===== src/rtl/pt_walker.sv =====
module pt_walker #(
  parameter int ADDR_W = 32,
  parameter int OFF_W  = 12,
  parameter int TOP_W  = 10,
  parameter int ENT_SH = 2
) (
  input  logic                         clk,
  input  logic                         rst_n,
  input  logic [ADDR_W-1:0]            tbl_base,
  input  logic                         two_level,
  input  logic                         req_valid,
  output logic                         req_ready,
  input  logic [ADDR_W-1:0]            req_va,
  input  logic                         req_write,
  input  logic                         req_user,
  output logic                         mem_req_valid,
  input  logic                         mem_req_ready,
  output logic [ADDR_W-1:0]            mem_addr,
  input  logic                         mem_rsp_valid,
  input  logic [ADDR_W-OFF_W+2:0]      mem_rsp_data,
  output logic                         rsp_valid,
  input  logic                         rsp_ready,
  output logic [ADDR_W-1:0]            rsp_addr,
  output logic [1:0]                   rsp_fault
);
  localparam int VPN_W = ADDR_W - OFF_W;
  localparam int LOW_W = VPN_W - TOP_W;
  localparam int PPN_W = ADDR_W - OFF_W;

  localparam logic [1:0] F_NONE = 2'b00;
  localparam logic [1:0] F_PAGE = 2'b01;
  localparam logic [1:0] F_PROT = 2'b10;

  typedef enum logic [1:0] {S_IDLE, S_FETCH, S_WAIT, S_RESP} state_t;

  state_t            state;
  logic [ADDR_W-1:0] va_q, addr_q, res_q;
  logic              wr_q, usr_q, leaf_q;
  logic [1:0]        fault_q;

  logic [VPN_W-1:0]  req_vpn;
  logic [TOP_W-1:0]  req_top;
  logic [LOW_W-1:0]  va_low;
  logic              pte_v, pte_w, pte_u, denied;
  logic [PPN_W-1:0]  pte_ppn;
  logic [ADDR_W-1:0] first_addr, second_addr;

  assign req_vpn = req_va[ADDR_W-1:OFF_W];
  assign req_top = req_va[ADDR_W-1 -: TOP_W];
  assign va_low  = va_q[OFF_W +: LOW_W];

  assign pte_v   = mem_rsp_data[0];
  assign pte_w   = mem_rsp_data[1];
  assign pte_u   = mem_rsp_data[2];
  assign pte_ppn = mem_rsp_data[PPN_W+2:3];
  assign denied  = (wr_q && !pte_w) || (usr_q && !pte_u);

  assign first_addr  = tbl_base + (two_level ? (ADDR_W'(req_top) << ENT_SH)
                                             : (ADDR_W'(req_vpn) << ENT_SH));
  assign second_addr = {pte_ppn, {OFF_W{1'b0}}} + (ADDR_W'(va_low) << ENT_SH);

  assign req_ready     = (state == S_IDLE);
  assign mem_req_valid = (state == S_FETCH);
  assign mem_addr      = addr_q;
  assign rsp_valid     = (state == S_RESP);
  assign rsp_addr      = res_q;
  assign rsp_fault     = fault_q;

  always_ff @(posedge clk) begin
    if (!rst_n) begin
      state   <= S_IDLE;
      va_q    <= '0;
      addr_q  <= '0;
      res_q   <= '0;
      wr_q    <= 1'b0;
      usr_q   <= 1'b0;
      leaf_q  <= 1'b0;
      fault_q <= F_NONE;
    end else begin
      case (state)
        S_IDLE: if (req_valid) begin
          va_q   <= req_va;
          wr_q   <= req_write;
          usr_q  <= req_user;
          leaf_q <= !two_level;
          addr_q <= first_addr;
          state  <= S_FETCH;
        end
        S_FETCH: if (mem_req_ready) state <= S_WAIT;
        S_WAIT: if (mem_rsp_valid) begin
          if (!pte_v) begin
            fault_q <= F_PAGE;
            res_q   <= va_q;
            state   <= S_RESP;
          end else if (!leaf_q) begin
            addr_q <= second_addr;
            leaf_q <= 1'b1;
            state  <= S_FETCH;
          end else if (denied) begin
            fault_q <= F_PROT;
            res_q   <= va_q;
            state   <= S_RESP;
          end else begin
            fault_q <= F_NONE;
            res_q   <= {pte_ppn, va_q[OFF_W-1:0]};
            state   <= S_RESP;
          end
        end
        S_RESP: if (rsp_ready) state <= S_IDLE;
        default: state <= S_IDLE;
      endcase
    end
  end
endmodule


===== config.mk =====
export PLATFORM = sky130hd
export DESIGN_NAME = pt_walker
export DESIGN_NICKNAME = d
export VERILOG_FILES = /design/src/rtl/pt_walker.sv
export SDC_FILE = /design/constraint.sdc
export NUM_CORES = 1
export LEC_CHECK = 0
export BUFFER_PORTS_ARGS = -buffer_cell sky130_fd_sc_hd__buf_2
export CORE_AREA = 2 2 102 104
export CTS_BUF_LIST = sky130_fd_sc_hd__clkbuf_4
export DETAILED_ROUTE_END_ITERATION = 10
export DIE_AREA = 0 0 104 106
export GPL_TIMING_DRIVEN = 0
export PLACE_DENSITY = 0.83
export SKIP_CTS_REPAIR_TIMING = 1
export SLEW_MARGIN = 25
export SYNTH_ARGS = -nofsm -noshare
export SYNTH_HDL_FRONTEND = slang
export SYNTH_SLANG_ARGS = --single-unit

===== constraint.sdc =====
create_clock -name clk -period 4.3 [get_ports clk]
set_input_delay 0 -clock clk [delete_from_list [all_inputs] [get_ports clk]]
set_output_delay 0 -clock clk [all_outputs]
set_load 0.1 [all_outputs]

# Word level (Yosys, flattened, before mapping)

Index checks and enable logic that the tools add are counted.

Bits in registers: 103
Input port bits: 96
Output and inout bits: 69
Logic and storage cells: 56

$add $sub $neg: 2
Equality and inequality tests: 10
Mux-type cells: 23
Reduce and logical (&&, ||, !) cells: 13

Operators with widths:

| cell                 | number |
|---|---|
| $mux W32             | 7 |
| $pmux W32 S2         | 1 |
| $add A32 B12 Y32     | 1 |
| $add A32 B22 Y32     | 1 |
| $mux W22             | 1 |
| $mux W2              | 9 |
| $ne A2 B2 Y1 const B | 4 |
| $pmux W2 S4          | 1 |
| $reduce_and A4 Y1    | 2 |
| $ne A2 B1 Y1 const B | 3 |
| $reduce_and A5 Y1    | 1 |
| $eq A2 B2 Y1 const B | 2 |
| $logic_not A1 Y1     | 3 |
| $mux W1              | 3 |
| $reduce_and A3 Y1    | 1 |
| $eq A2 B1 Y1 const B | 1 |
| $logic_and A1 B1 Y1  | 2 |
| $logic_not A2 Y1     | 1 |
| $pmux W1 S2          | 1 |
| $reduce_and A2 Y1    | 1 |
| $reduce_bool A2 Y1   | 1 |
| $logic_or A1 B1 Y1   | 1 |

# Depth between registers and ports, before layout

Depth in word-level cells: 6
Gate-level depth with buffers: 11
Gate-level depth less buffers: 10

# Worst setup path after synthesis

No wires, ideal clock.

Path type: register -> register
Start point: register state[0]
End point: register va_q[1]
Library setup time: 0.132 ns
Data arrival time: 2.606 ns
Required time: 4.168 ns
Path slack: 1.562 ns
Stages on the path, launching flop included: 7
Path through: dfxtp_1 buf_1 nor2_1 nand2_1 clkbuf_1 nand2_1 a21oi_1

Cells in the longest elaborated chain, start to end: 2

RTL lines:

| item                        | RTL line | source |
|---|---|---|
| from (decl)                 | 36       | `state_t state;` |
| from (signal assigned)      | 71       | `state <= S_IDLE;` |
| from (signal assigned)      | 87       | `state <= S_FETCH;` |
| from (signal assigned)      | 89       | `S_FETCH: if (mem_req_ready) state <= S_WAIT;` |
| $logic_not A2 Y1            | -        |  |
| named net req_ready         | 12       | `output logic req_ready,` |
| $reduce_and A2 Y1 (no line) | -        |  |
| to (signal assigned)        | 82       | `va_q <= req_va;` |
| to (decl)                   | 37       | `logic [ADDR_W-1:0] va_q, addr_q, res_q;` |

The timed path passes the listed nets, and every way through them passes these cells.
A chain may end at the register's enable or synchronous reset.

# Worst setup path after layout

Start point: input port req_va[22]
End point: register addr_q[28], in the netlist mem_addr[28]

Cells in the longest elaborated chain, start to end: 4

RTL lines:

| item                 | RTL line | source |
|---|---|---|
| from (decl)          | 13       | `input logic [ADDR_W-1:0] req_va,` |
| $mux W22             | 58       | `assign first_addr = tbl_base + (two_level ? (ADDR_W'(req_top) << ENT_SH)` |
| $add A32 B22 Y32     | 58       |  |
| $mux W32             | 81       | `S_IDLE: if (req_valid) begin` |
| $pmux W32 S2         | 80       | `case (state)` |
| to (signal assigned) | 86       | `addr_q <= first_addr;` |
| to (signal assigned) | 96       | `addr_q <= second_addr;` |
| to (decl)            | 37       |  |

No other way between the ends. The select of a mux whose other input is x is not followed.

==> results by group <==
Die
  – Initial Util: 56.7%
  – Die extent in x: 104 µm
  – Die height: 106 µm
  – IO Pins: 165
  – Die Area: 11000 µm²
  – Core area: 10000 µm²
  – Core Rows: 37

Detailed routing
  – Drt total wl: 21700 µm
  – DR DRC count: 0
  – Routed vias/inst: 6.07
  – Antenna violation net count after detailed routing: 0
  – Drt pass-1 iters: 6
  – DRT iter0 DRCs: 606
  – Wirelength per Cell: 19.4 µm
  – Via count: 6805

Yosys
  – Main synth FF type: dfxtp_1
  – Mapped Area: 5670 µm²
  – Flops & latches, synth: 103
  – Post-synth EDFFs: 0
  – Sequential area share after synthesis: 36.3%
  – Area fraction of the dominant cell type after synthesis: 36.3%
  – Post-synth top cells: nand2_1 (155), dfxtp_1 (103), a21oi_1 (91)
  – Warnings from Yosys: 0
  – Async S/R FF share, synth: 0%
  – Syn_nets: 844
  – Yosys cell types: 61
  – Post-Syn Area per Cell: 7.80 µm²
  – Cells after Synth: 727
  – Main area contributors after synthesis: dfxtp_1 (36%), nand2_1 (10%), a21oi_1 (8.0%)
  – Area leader, netlist: dfxtp_1
  – Count leader, synth: nand2_1

STA
  – Worst Skew: 0.0153 ns
  – Final setup vio count: 0
  – Final hold vios: 0
  – Slew Limit Fails: 0
  – Worst-Margin Slew: 0.949 ns
  – Max Fclk: 0.294 GHz
  – Fin crit share: 79.0%
  – Final Hold Slack: 0.0267 ns
  – Setup repair after global routing missed its margin: no
  – Setup TNS: 0 ns
  – Max-slew headroom at the worst pin: 36.5%
  – Minimum clock period: 3.40 ns

Setup path
  – Critical Path Source Type: input pin
  – Max FO, Critical Path: 7
  – Crit path DAT: 3.84 ns
  – Critical Setup Path Class: input pin to register
  – CP Capture Type: register
  – CP Data Required Time: 4.74 ns

Clock tree
  – CTS tree: built
  – Max clock buf depth: 2
  – Clock transition at path regs: 0.18 ns
  – Worst skew pair latency: 0.48 ns
  – Root Buffer: clkbuf_4
  – Number of H-tree levels: 3
  – CTS buffer count: 9
  – Clock sink count: 103

Global route
  – Grt ovf: 0
  – Pin count of the biggest net entering global routing: 19
  – Overall Global Routing Usage: 34.4%
  – Antenna violations before repair: 0
  – First-pass GRT wire length: 29500 µm
  – Number of global-route vias before repair: 5718

Power
  – Comb power frac: 46.3%
  – Reg power frac: 37.4%
  – Switching part of the total: 48.4%
  – Sw Pwr: 1460 µW
  – Leakage: 0.00330 µW
  – Power Dens Cells: 397 nW/µm²
  – Clock Power Share: 16.3%
  – Maximum vdd ir drop: 331 µV
  – P_int: 1550 µW

Cells and area
  – Syn-to-layout area delta: 33.8%
  – Layout filler cell count: 796
  – Diodes inserted: 0
  – Final nets: 1099
  – Share of cells above drive strength 1: 22.0%

Run status
  – Run status: complete, no violations

Place
  – Routability cong.: 0.967
  – Detailed placement HPWL: 15400 µm
  – Port bufs: 163

Hold path
  – Worst Hold Class: input pin to register

Flow run
  – Max-cap violations: 0
-- area by class of cell --
type                       count  area, µm²  share of cell area (%)
clock inverter                 6       52.6                   0.692
tap                          136        170                    2.24
clock buffer                   9       67.6                   0.890
buffer                        50        215                    2.84
timing repair buffer         244       1630                    21.4
inverter                       6       22.5                   0.297
multi-input combinational    568       3370                    44.4
sequential                   103       2060                    27.2
-- power groups by stage --
| stage | Combinational [µW] | Sequential, µW | Clock, µW |
|---|---|---|---|
| after floorplan | 542 | 1580 | 0 |
| after global placement | 1270 | 1140 | 0 |
| after detailed placement | 1290 | 1140 | 0 |
| after CTS | 1290 | 1120 | 483 |
| after global routing | 1470 | 1140 | 521 |
| final | 1390 | 1130 | 492 |
-- stage by stage --
step | std cells | utilization, % | setup slack [ns] | area (µm²) | total power [µW]
after floorplan | 727 | - | 1.56 | 5670 | 2120
after global placement | 1026 | 66.6 | 0.855 | 6660 | 2410
after detailed placement | 1026 | 66.6 | 0.750 | 6660 | 2430
after CTS | 1041 | 67.8 | 1.22 | 6780 | 2900
after global routing | 1122 | 75.9 | 0.725 | 7590 | 3120
final | 1122 | 75.9 | 0.903 | 7590 | 3010
-- per-layer routing --
metal	vias to the layer above	track usage, %	routed length (µm)
met2	440	56.5	10500
met4	0	13.3	772
met3	70	7.17	1900
met1	3195	44.6	8500
li1	3100	-	-
met5	-	0	0
-- final timing paths --
kind	start	slack, ns	endpoint	cells after the start
setup / recovery	req_va[22]	0.90	mem_addr[28]	13
hold / removal	tbl_base[22]	0.03	mem_addr[24]	4
setup reg to reg	state[1]	1.55	mem_addr[31]	8
hold reg to reg	mem_addr[10]	0.45	mem_addr[10]	2
-- flip-flops by register name, indices dropped and copies added, names as in the netlist --
name / flops
mem_addr: 32
rsp_addr: 32
va_q: 32
rsp_fault: 2
state: 2
leaf_q: 1
usr_q: 1
wr_q: 1
-- critical path, stage by stage --
cell and delay, ns:
dlygate4sd3_1 0.54, buf_2 0.15, mux2_2 0.27, ha_1 0.21, fa_1 0.45, a211oi_1 0.33
o21ai_2 0.16, nor3_1 0.36, nor2_2 0.14, a21oi_2 0.34, o21ai_0 0.13, a31oi_1 0.18
dlygate4sd3_1 0.56
-- cells by family (layout without fill, tap and decap cells) --
kind of cell,count (synthesis),after routing,share of synthesized area [%]
compound gates,205,205,23.4
fa+ha+maj,21,21,4.76
xor+xnor,18,18,2.78
simple gates,292,292,22.7
flops,103,103,36.3
buf+inv,56,315,4.19
mux,32,32,5.87
-- placed cells by master (no fill, tap or decap), drive strengths merged, types with 14 or more instances in the layout --
cell type and count:
buf 180, clkbuf 42, nor2 57, nand2 155, dfxtp 103, o221ai 15
o21ai 27, ha 20, nor3 14, nor2b 16, dlygate4sd3 81, mux2i 22
a211oi 28, a21oi 92, nand3 19
Power figures use the tool's default switching activity.
